### config.mk
export PLATFORM = sky130hd
export DESIGN_NAME = raster_timing_gen
export DESIGN_NICKNAME = d
export VERILOG_FILES = /design/src/rtl/rtg_pkg.sv /design/src/rtl/rtg_hcnt.sv /design/src/rtl/rtg_vcnt.sv /design/src/rtl/rtg_field.sv /design/src/rtl/raster_timing_gen.sv
export SDC_FILE = /design/constraint.sdc
export NUM_CORES = 1
export LEC_CHECK = 0
export ABC_CLOCK_PERIOD_IN_PS = 5700
export BUFFER_PORTS_ARGS = -buffer_cell sky130_fd_sc_hd__buf_4
export CORE_MARGIN = 1
export CORE_UTILIZATION = 45
export CTS_CLUSTER_DIAMETER = 30
export DETAILED_ROUTE_END_ITERATION = 8
export MAX_ROUTING_LAYER = met4
export PLACE_DENSITY = 0.65
export SLEW_MARGIN = 25
export SYNTH_ARGS = -nofsm -noshare
export SYNTH_HDL_FRONTEND = slang
export SYNTH_SLANG_ARGS = --single-unit
### constraint.sdc
create_clock -name clk -period 5.7 [get_ports clk]
set_input_delay 0.285 -clock clk [delete_from_list [all_inputs] [get_ports clk]]
set_output_delay 0.285 -clock clk [all_outputs]
set_load 0.02 [all_outputs]
### src/rtl/rtg_pkg.sv
package rtg_pkg;

  // Horizontal edges, in half-clock positions.
  typedef struct packed {
    logic [15:0] htot;
    logic [15:0] hvis;
    logic [15:0] hss;
    logic [15:0] hse;
  } rtg_hprof_t;

  // Vertical edges, in scan lines.
  typedef struct packed {
    logic [15:0] vvis;
    logic [15:0] vss;
    logic [15:0] vse;
    logic [15:0] vtot;
  } rtg_vprof_t;

  typedef struct packed {
    rtg_hprof_t h;
    rtg_vprof_t v;
  } rtg_prof_t;

  // Turn pixel-domain and line-domain figures into counter edges.
  function automatic rtg_prof_t rtg_make(input int tot_px, input int vis_px,
                                         input int fp_px, input int sync_px,
                                         input int vis_lines, input int vb_to_vs,
                                         input int vs_lines, input int vs_to_end);
    rtg_prof_t p;
    p.h.htot = 16'(tot_px / 2);
    p.h.hvis = 16'(vis_px / 2);
    p.h.hss  = 16'((vis_px + fp_px) / 2);
    p.h.hse  = 16'((vis_px + fp_px + sync_px) / 2);
    p.v.vvis = 16'(vis_lines);
    p.v.vss  = 16'(vis_lines + vb_to_vs);
    p.v.vse  = 16'(vis_lines + vb_to_vs + vs_lines);
    p.v.vtot = 16'(vis_lines + vb_to_vs + vs_lines + vs_to_end);
    return p;
  endfunction

endpackage

### src/rtl/rtg_hcnt.sv
module rtg_hcnt
  import rtg_pkg::*;
#(
  parameter int HW = 10
) (
  input  logic          clk,
  input  logic          rst,
  input  logic          adv,
  input  rtg_hprof_t    prof,
  output logic [HW-1:0] pos,
  output logic          line_end,
  output logic          hblank,
  output logic          hsync,
  output logic          halfline
);

  logic [15:0]   cur_w;
  logic [15:0]   nxt_w;
  logic          at_end;
  logic [HW-1:0] pos_n;

  assign cur_w    = 16'(pos);
  assign at_end   = (cur_w == prof.htot - 16'd1);
  assign pos_n    = at_end ? '0 : pos + 1'b1;
  assign nxt_w    = 16'(pos_n);
  assign line_end = adv & at_end;

  // Strobes are decoded from the next count so they line up with pos.
  always_ff @(posedge clk) begin
    if (rst) begin
      pos      <= '0;
      hblank   <= 1'b1;
      hsync    <= 1'b0;
      halfline <= 1'b0;
    end else if (adv) begin
      pos      <= pos_n;
      hblank   <= (nxt_w >= prof.hvis);
      hsync    <= (nxt_w >= prof.hss) && (nxt_w < prof.hse);
      halfline <= (nxt_w == (prof.htot >> 1));
    end
  end

  assert_pos_range_R2 : assert property (@(posedge clk) disable iff (rst)
    cur_w < prof.htot);

  assert_hold_R2 : assert property (@(posedge clk) disable iff (rst)
    !adv |=> $stable(pos) && $stable(hblank) && $stable(hsync));

  assert_hsync_in_blank_R4 : assert property (@(posedge clk) disable iff (rst)
    hsync |-> hblank);

endmodule

### src/rtl/rtg_vcnt.sv
module rtg_vcnt
  import rtg_pkg::*;
#(
  parameter int VW = 9
) (
  input  logic          clk,
  input  logic          rst,
  input  logic          adv,
  input  rtg_vprof_t    prof,
  output logic [VW-1:0] line,
  output logic          field_end,
  output logic          vblank,
  output logic          vsync
);

  logic [15:0]   cur_w;
  logic [15:0]   nxt_w;
  logic          last;
  logic [VW-1:0] line_n;

  assign cur_w     = 16'(line);
  assign last      = (cur_w == prof.vtot - 16'd1);
  assign line_n    = last ? '0 : line + 1'b1;
  assign nxt_w     = 16'(line_n);
  assign field_end = adv & last;

  always_ff @(posedge clk) begin
    if (rst) begin
      line   <= '0;
      vblank <= 1'b1;
      vsync  <= 1'b0;
    end else if (adv) begin
      line   <= line_n;
      vblank <= (nxt_w >= prof.vvis);
      vsync  <= (nxt_w >= prof.vss) && (nxt_w < prof.vse);
    end
  end

  assert_line_range_R6 : assert property (@(posedge clk) disable iff (rst)
    cur_w < prof.vtot);

  assert_vsync_in_vblank_R8 : assert property (@(posedge clk) disable iff (rst)
    vsync |-> vblank);

endmodule

### src/rtl/rtg_field.sv
module rtg_field
  import rtg_pkg::*;
#(
  parameter rtg_prof_t PROF_A = '0,
  parameter rtg_prof_t PROF_B = '0
) (
  input  logic      clk,
  input  logic      rst,
  input  logic      field_end,
  input  logic      prof_sel,
  output rtg_prof_t prof,
  output logic      field_wake,
  output logic      odd_field
);

  logic prof_q;
  logic rst_d;

  // Profile is loaded in reset and only on the field wrap afterwards.
  always_ff @(posedge clk) begin
    if (rst) begin
      prof_q     <= prof_sel;
      field_wake <= 1'b0;
      odd_field  <= 1'b0;
    end else begin
      field_wake <= field_end;
      if (field_end) begin
        prof_q    <= prof_sel;
        odd_field <= ~odd_field;
      end
    end
  end

  always_ff @(posedge clk) rst_d <= rst;

  assign prof = prof_q ? PROF_B : PROF_A;

  assert_wake_single_R9 : assert property (@(posedge clk) disable iff (rst)
    field_wake |=> !field_wake);

  assert_prof_hold_R10 : assert property (@(posedge clk) disable iff (rst || rst_d)
    !field_wake |-> $stable(prof_q));

  assert_odd_hold_R9 : assert property (@(posedge clk) disable iff (rst || rst_d)
    !field_wake |-> $stable(odd_field));

endmodule

### src/rtl/raster_timing_gen.sv
module raster_timing_gen
  import rtg_pkg::*;
#(
  parameter int HW          = 10,
  parameter int VW          = 9,
  parameter int VIS_LINES   = 404,
  parameter int VS_LINES    = 19,
  parameter int A_TOTAL_PX  = 768,
  parameter int A_VIS_PX    = 608,
  parameter int A_FP_PX     = 38,
  parameter int A_SYNC_PX   = 70,
  parameter int A_VB_TO_VS  = 2,
  parameter int A_VS_TO_END = 12,
  parameter int B_TOTAL_PX  = 1440,
  parameter int B_VIS_PX    = 1024,
  parameter int B_FP_PX     = 26,
  parameter int B_SYNC_PX   = 360,
  parameter int B_VB_TO_VS  = 9,
  parameter int B_VS_TO_END = 16
) (
  input  logic          clk,
  input  logic          rst,
  input  logic          hc_en,
  input  logic          prof_sel,
  output logic [HW-1:0] h_pos,
  output logic [VW-1:0] v_line,
  output logic          hblank,
  output logic          hsync,
  output logic          halfline,
  output logic          vblank,
  output logic          vsync,
  output logic          field_wake,
  output logic          odd_field
);

  localparam rtg_prof_t PROF_A = rtg_make(A_TOTAL_PX, A_VIS_PX, A_FP_PX, A_SYNC_PX,
                                          VIS_LINES, A_VB_TO_VS, VS_LINES, A_VS_TO_END);
  localparam rtg_prof_t PROF_B = rtg_make(B_TOTAL_PX, B_VIS_PX, B_FP_PX, B_SYNC_PX,
                                          VIS_LINES, B_VB_TO_VS, VS_LINES, B_VS_TO_END);

  rtg_prof_t prof;
  logic      line_end;
  logic      field_end;

  rtg_field #(.PROF_A(PROF_A), .PROF_B(PROF_B)) u_field (
    .clk        (clk),
    .rst        (rst),
    .field_end  (field_end),
    .prof_sel   (prof_sel),
    .prof       (prof),
    .field_wake (field_wake),
    .odd_field  (odd_field)
  );

  rtg_hcnt #(.HW(HW)) u_h (
    .clk      (clk),
    .rst      (rst),
    .adv      (hc_en),
    .prof     (prof.h),
    .pos      (h_pos),
    .line_end (line_end),
    .hblank   (hblank),
    .hsync    (hsync),
    .halfline (halfline)
  );

  rtg_vcnt #(.VW(VW)) u_v (
    .clk       (clk),
    .rst       (rst),
    .adv       (line_end),
    .prof      (prof.v),
    .line      (v_line),
    .field_end (field_end),
    .vblank    (vblank),
    .vsync     (vsync)
  );

  assert_wake_origin_R9 : assert property (@(posedge clk) disable iff (rst)
    field_wake |-> (h_pos == '0) && (v_line == '0) && !hblank && !vblank);

endmodule

==> results of run 1 <==
==> stage by stage <==
stage	utilization (%)	worst slack (ns)	area (sq um)	cells	hold WS (ns)
6_report	53.4	2.39	2390	330	0.170
5_1_grt	53.4	2.13	2390	330	0.168
4_1_cts	53.4	2.40	2390	330	0.167
3_5_place_dp	52.3	2.41	2340	326	0.465
3_3_place_gp	52.3	2.49	2340	326	0.467
2_1_floorplan	-	2.70	2140	262	0.384
==> area by class of cell <==
cell class / instances / share of cell area, %
well taps: 52 / 2.72
multi-input cells: 209 / 61.7
clock buffers: 3 / 1.73
repair buffers: 29 / 9.11
clock inverters: 1 / 0.314
flip-flops and latches: 27 / 23.0
inverters: 9 / 1.41
==> where the power goes <==
part | switching (W) | total (W) | internal, W | leakage, nW
Combinational | 0.0000340 | 0.0000594 | 0.0000254 | 0.707
Clock | 0.0000687 | 0.000119 | 0.0000498 | 0.0217
Sequential | 0.00000933 | 0.000203 | 0.000194 | 0.221
==> synth_stat cells (7+ instances only) <==
| cell | n | area (sq um) |
|---|---|---|
| nand3_1 | 8 | 40.0 |
| nand2_1 | 19 | 71.3 |
| ha_1 | 18 | 225 |
| clkbuf_1 | 12 | 45.0 |
| nand4_1 | 8 | 50.1 |
| inv_1 | 9 | 33.8 |
| or3_1 | 7 | 43.8 |
| nor2_1 | 24 | 90.1 |
| dfxtp_1 | 26 | 521 |
| xor2_1 | 7 | 61.3 |
| o21ai_0 | 14 | 70.1 |
| mux2i_1 | 8 | 80.1 |
| a21oi_1 | 15 | 75.1 |
==> registers in the layout, summed over array words and instances, names as in the netlist <==
signal / count
u_h.pos: 10
u_v.line: 9
u_field.field_wake: 1
u_field.odd_field: 1
u_field.prof_q: 1
u_h.halfline: 1
u_h.hblank: 1
u_h.hsync: 1
u_v.vblank: 1
u_v.vsync: 1
==> how the worst max path moves through the flow <==
stage          cells past startpoint                      to                     start
2_1_floorplan                     13  u_h.hsync$_SDFFE_PP0P_   u_h.pos[0]$_SDFFE_PP0P_
3_3_place_gp                       9  u_v.vsync$_SDFFE_PP0P_  u_field.prof_q$_DFFE_PP_
3_5_place_dp                      10  u_h.hsync$_SDFFE_PP0P_  u_field.prof_q$_DFFE_PP_
4_1_cts                            9  u_v.vsync$_SDFFE_PP0P_  u_field.prof_q$_DFFE_PP_
5_1_grt                            9  u_v.vsync$_SDFFE_PP0P_  u_field.prof_q$_DFFE_PP_
6_report                           9  u_v.vsync$_SDFFE_PP0P_  u_field.prof_q$_DFFE_PP_
==> kinds of logic after synthesis <==
group / after synthesis / share of synthesized area [%]
AND/OR/NAND/NOR: 108 / 28.0
flip-flops: 27 / 25.7
multiplexers: 10 / 4.78
XOR/XNOR: 10 / 4.08
adder cells (fa/ha/maj): 18 / 10.5
buffers and inverters: 26 / 5.66
AO/OA/AOI/OAI: 63 / 21.3
==> worst reg2reg max path, stage by stage, from the launching register on <==
cell and delay [ns]:
edfxtp_1 0.62, or4_4 0.51, a2111oi_4 0.75, and2b_1 0.29
ha_1 0.27, a21boi_0 0.17, o211ai_1 0.10, a211o_1 0.31
mux2i_1 0.12, a32o_1 0.13
==> routing by layer <==
layer	wire, um	global-route usage, %	share of wire (%)
met1	2770	34.6	51
met2	2340	34.9	43
met3	272	1.99	5.0
met4	39	4.67	0.72
met5	0	-	0
==> flow_results.org, run 1 <==
** Status
- The flow ran to the end, but the final reports show violations.
- The checks that failed: design-rule violations.

** Clock network
- In this run the number of H-tree levels came out at 1.
- Library cell used as clock root buffer :: clkbuf_8
- The number of setup buffers added after CTS is 0.
- Insertion delay to the later sink of the worst-skew pair :: 0.28 ns
- Clock sink count :: 27
- Clock tree from TritonCTS :: built
- Clk pin slew, worst setup/hold paths :: roughly 0.11 ns
- In this run, post-CTS hold repair placed 0 buffers.
- Max Buffers Root-to-Sink :: 2
- Resized Gates After CTS :: 0
- TritonCTS created 3 clock buffers.

** Floorplan
- The die covers 5050 sq um.
- In this run the vertical extent of the chip is 71.0 um.
- Initial cell density of the core :: 47.9%
- The die is 71.0 um wide.
- Num ports :: 30
- Std-Cell Rows :: 24
- The total area inside the core boundary comes to 4470 sq um.

** Pwr
- IR analysis of the VDD net gives a maximum drop of 0.000102 V.
- The design draws 0.000381 W.
- Pwr dens :: approximately 160 nW/um^2
- Summed over all cells, the static leakage comes to 0.950 nW.

** Synth
- After synthesis, flip-flops and latches occupy between 20% and 30% of the total area.
- Most instantiated flip-flop cell in the synthesis netlist :: dfxtp_1
- Cell variety after synth :: 61
- After technology mapping, the gate count stands at 262.
- Number of synthesis warnings :: 0
- A synthesized cell averages between 8 and 9 sq um.
- Summed instance area of the synthesized netlist :: about 2100 sq um
- Syn Nets :: 284
- In the synthesized netlist the async set-or-reset flop fraction comes to 0%.
- Counting flops with a built-in enable in the synthesized netlist gives 1.
- Number of synthesized register bits :: 27

** Timing
- RSZ-0062 raised after global routing :: false
- After routing, the total negative slack on setup checks comes to 0 ns.
- Transition at the pin with the smallest max-transition slack :: 0.740 ns
- Worst clock skew on the final layout :: 0.00552 ns
- The count of endpoints failing hold in the final timing report is 0.
- Time the worst path needs with I/O delays and setup :: 3.31 ns
- Max-Slew Margin vs Limit :: 50.6%
- Dividing the final minimum period by the clock period gives 58.0%.
- Number of pins with negative max-slew slack in the final report :: 0
- Based on the critical path, the design can be clocked at up to 302 MHz.
- Final number of setup-violating endpoints :: 0

** Routing
- Starting DRT DRC Count :: between 200 and 250
- In the routed layout, each cell is associated on average with a via count of 6.11.
- The routed layout has between 2000 and 2500 vias.
- Routed wire length :: 5.42 mm
- Number of remaining DRC errors :: 1
- DRT antenna net count :: 0
- The first detailed-routing pass took 7 iterations.
- Wirelength per Cell :: 16.4 um

** Final layout
- Seq. cell area :: 551 sq um
- Antenna diode count :: 0
- Net count, final :: 301
- Leaving out fill and tap cells, the most frequent cell in the layout is buf_4.
- In the layout the commonest cells are buf_4 (29), dfxtp_1 (26), nor2_1 (24), nand2_1 (19), ha_1 (18).
- From synthesis to final layout, the design area changed by 11.4%.
- Counting the fill cells in the layout gives about 430.
- The post-route netlist has 15.5% of its cells at a drive strength greater than 1.
- Area used by multi-input combinational logic :: 1470 sq um

** Global routing
- Via count of the first global-routing pass :: roughly 1900
- Entering global routing, the biggest net connects 27 pins.
- Global Route Usage Sum :: 23.4%
- Number of antenna violations at the first check in global routing :: 0
- Wire length of the first global-routing pass :: 9.21 mm
- Summed over all layers, the global routing overflow is 0.

** Setup path
- In this run the worst path has a maximum fanout of 15.
- In this run the critical register-to-register path is captured at u_v.vsync$_SDFFE_PP0P_.
- Worst-case reg-to-reg path depth :: 9
- STA classifies the critical path endpoint as a flop.
- Critical Path, Cell by Cell :: or4_4, a2111oi_4, and2b_1, ha_1, a21boi_0, o211ai_1, a211o_1, mux2i_1, a32o_1
- Counting both buffers and inverters, the worst setup path holds a total of 0.
- R2R setup slack :: 2.39 ns
- For the worst setup path, the data required time is 5.94 ns.
- The startpoint identified for the worst register-to-register timing path is u_field.prof_q$_DFFE_PP_.
- The largest individual stage delay along the critical path comes from the cell a2111oi_4.
- The critical path in this run is classified as flop to flop.
- Worst EP arrival :: 3.54 ns
- Kind of cell adding the most delay to the critical path :: compound AO/OA/AOI/OAI gates
- The largest single stage delay on the critical path is around 0.74 ns.
- Startpoint kind of the worst setup timing path :: flop

** Place
- Detailed placement ended at an HPWL of 3.84 mm.
- The count of buffers added on input and output ports is 29.
- The congestion estimate from routability-driven global placement came to 0.912.

** Min path
- Destination of the worst hold path :: u_field.prof_q$_DFFE_PP_
- The worst hold path belongs to the class input pin to flop.
- Along the worst hold path, the cell count comes to 1.
- The worst hold path begins at prof_sel.

** Flow run
- Max-cap check violation count :: 0
Note: power is estimated with default switching activity, not from simulation.
==> run 2: changes to the inputs <==
--- a/config.mk
+++ b/config.mk
@@ -5,7 +5,7 @@
 export SDC_FILE = /design/constraint.sdc
 export NUM_CORES = 1
 export LEC_CHECK = 0
-export ABC_CLOCK_PERIOD_IN_PS = 5700
+export ABC_CLOCK_PERIOD_IN_PS = 3070
 export BUFFER_PORTS_ARGS = -buffer_cell sky130_fd_sc_hd__buf_4
 export CORE_MARGIN = 1
 export CORE_UTILIZATION = 45
==> constraint.sdc (replaced) <==
create_clock -name clk -period 3.07 [get_ports clk]
set_input_delay 0.1535 -clock clk [delete_from_list [all_inputs] [get_ports clk]]
set_output_delay 0.1535 -clock clk [all_outputs]
set_load 0.02 [all_outputs]
==> run 2 against run 1 <==
The run still ends with design-rule violations left. Worst hold slack lost 0.10 ns. Total power grew 83%. Routed wire length grew 4.8%. Critical path depth stayed put. Sequential share of layout area is 1.1 points lower. Maximum frequency up 19%. Critical path type unchanged. Highest routed layer unchanged.
==> flow_results.org, run 2 (synthesis results as in run 1) <==
** Status
- Run status :: finished with violations
- The checks that failed: design-rule violations.

** Place
- At the end of routability-driven placement, the weighted congestion stood at between 0.8 and 0.9.
- Post-detailed-placement half-perimeter wirelength :: 4.15 mm
- During placement, the flow inserted port buffers numbering 29.

** Clock network
- Once the clock tree was built, the resizer swapped 0 gates to a different size.
- Clk pin slew, worst setup/hold paths :: 0.10 ns
- Max Buffers Root-to-Sink :: 2
- TritonCTS built the clock tree.
- Total of hold buffers inserted after clock tree synthesis :: 0
- After clock tree synthesis, the setup repair step added 0 buffers.
- CTS built an H-tree with a depth of 1.
- Clock tree synthesis found a total of 27 sinks.
- In this run, CTS created clock tree buffers numbering 3.
- The cell sitting at the root of the clock tree is a clkbuf_8.
- Insertion delay to the later sink of the worst-skew pair :: 0.27 ns

** Routing
- Overall via count from detail_route :: 2088
- In the final routed layout, each cell accounts on average for 16.4 um.
- The detail route stage leaves a number of antenna-violating nets equal to 0.
- Routed wire length :: 5.68 mm
- The first TritonRoute pass finished after 7 iterations.
- For this run, design rule violations remaining after detail routing come to 1.
- In the routed layout, each cell is associated on average with a via count of 6.02.
- In this run, the number of DRC markers left after iteration 0 of detailed routing was 193.

** Setup path
- For the worst setup path, the data required time is 3.29 ns.
- The worst setup path is captured at a flop.
- Of all nets on the critical path, the largest fanout is 8.
- Worst-case reg-to-reg path depth :: 9
- The worst register-to-register path ends at u_v.vsync$_SDFFE_PP0P_.
- Launching instance or port of the critical path :: u_v.line[1]$_SDFFE_PP0P_
- The worst setup path is of the flop to flop kind.
- The worst setup path is launched from a flop.
- Data on the critical path arrives at its endpoint at 2.99 ns.
- Across all register-to-register paths, the minimum setup slack is 0.29 ns.
- In this run the critical register-to-register path is launched from u_v.line[1]$_SDFFE_PP0P_.
- CP endpoint :: u_v.vsync$_SDFFE_PP0P_

** Global routing
- Via count of the first global-routing pass :: 1833
- The first global-routing pass estimated between 9 and 10 mm of wire.
- Summed over all layers, the global routing overflow is 0.
- Most Crowded Layer GR :: met1
- In the global route stage, met1 resource usage came out at about a third.
- Global routing consumed, on the met2 layer, between 30% and 40% of the routing resources.
- For this run, the total global-route usage over all layers was measured as between 20% and 30%.
- Number of antenna violations at the first check in global routing :: 0
- Entering global routing, the biggest net connects 27 pins.
- Routing usage on met3 :: 3.56%

** Final layout
- Post-synthesis to final-layout area growth :: 17.2%
- Register containing the most flip-flops in the final layout :: u_h.pos
- For this run, the post-layout net count is roughly 320.
- The repair_antennas step left the layout with diodes totalling 0.
- Number of flip-flops in the largest register :: 10
- The largest registers in the layout are u_h.pos: 10 flops, u_v.line: 9 flops.
- Most frequent standard cell in the layout excluding fill and tap cells :: buf_4
- Fraction of final layout cells with drive strength greater than 1 :: 20.0%
- The top cell types in the final layout, fill and taps aside, are buf_4 (46), dfxtp_1 (26), nor2_1 (24), nand2_1 (19), ha_1 (18).

** Floorplan
- Once the floorplan was initialized, standard cells occupied a little under half of the core.
- Std-Cell Rows :: 24
- Total die area :: 5050 sq um
- 30 I/O pins were placed.
- Core Area :: around 4500 sq um
- Die H :: 71.0 um
- The die is 71.0 um wide.

** Timing
- Final number of setup-violating endpoints :: 0
- Headroom to the max-slew limit came out at slightly above 70%.
- The count of endpoints failing hold in the final timing report came to 0.
- The final number of max-transition violations is 0.
- Time the worst path needs with I/O delays and setup :: between 2 and 3 ns
- The worst path uses 90.4% of the clock period.
- Worst clock skew on the final layout :: 0.00808 ns
- Transition at the pin with the smallest max-transition slack :: 0.416 ns
- Based on the critical path, the design can be clocked at up to 360 MHz.
- After routing, the total negative slack on setup checks comes to 0 ns.
- RSZ-0062 raised after global routing :: false

** Min path
- In this run the worst hold path is classified as input pin to flop.
- Hold-critical path depth :: 1

** Pwr
- Static Leakage :: just over 1 nW
- Max rail drop VDD :: between 0.0002 and 0.0003 V
- The completed layout was analyzed and its total power is about 0.00070 W.
- For this design the ratio of total power to cell area is between 200 and 300 nW/um^2.

** Flow run
- Max-cap check violation count :: 0
## run 2: changes by cell type in the layout (fill, tap and decap cells not counted), sizes merged
cell,previous run,this run
clkinvlp,1,0
clkbuf,3,4
buf,29,46
## run 2: critical path: stages (launching register included)
cell and delay [ns]:
dfxtp_1 0.40, or4_4 0.57, a2111oi_4 0.41, and2b_1 0.24, ha_1 0.26, a21boi_0 0.17
o211ai_1 0.11, a211o_1 0.30, mux2i_1 0.13, a32o_1 0.13
## run 2: area by class of cell
cell class | instances | area [sq um]
clock buffer | 4 | 45.0
fill | 434 | 1960
inverter | 9 | 33.8
multi-input combinational | 209 | 1470
sequential | 27 | 551
tap | 52 | 65.1
timing repair buffer | 46 | 345
## run 2: where the power goes
part           switching (W)  internal [W]  total (W)
combinational      0.0000699     0.0000519   0.000122
clock               0.000112     0.0000930   0.000205
sequential         0.0000116      0.000360   0.000372
total               0.000193      0.000505   0.000699
## run 2: how the worst min path moves through the flow
stage / start / end / slack, ns
floorplan: prof_sel / u_field.prof_q$_DFFE_PP_ / 0.25
finish: prof_sel / u_field.prof_q$_DFFE_PP_ / 0.07
global route: prof_sel / u_field.prof_q$_DFFE_PP_ / 0.05
detailed placement: prof_sel / u_field.prof_q$_DFFE_PP_ / 0.35
global placement: prof_sel / u_field.prof_q$_DFFE_PP_ / 0.34
CTS: prof_sel / u_field.prof_q$_DFFE_PP_ / 0.06
## run 2: metrics by stage
step                      std cells  setup WS [ns]  hold WS, ns  area, sq um  utilization (%)
final                           347          0.294       0.0680         2510             56.2
after detailed placement        343          0.307        0.345         2470             55.1
after global placement          343          0.355        0.342         2470             55.1
after global routing            347          0.123       0.0485         2510             56.2
after CTS                       347          0.289       0.0588         2510             56.2
after floorplan                 262         0.0702        0.252         2140                -
## run 2: routing by layer
layer | part of all wire, % | vias up
met4 | 0.74 | 0
met2 | 43 | 58
met1 | 50 | 983
li1 | - | 1043
met5 | 0 | -
met3 | 6.5 | 4
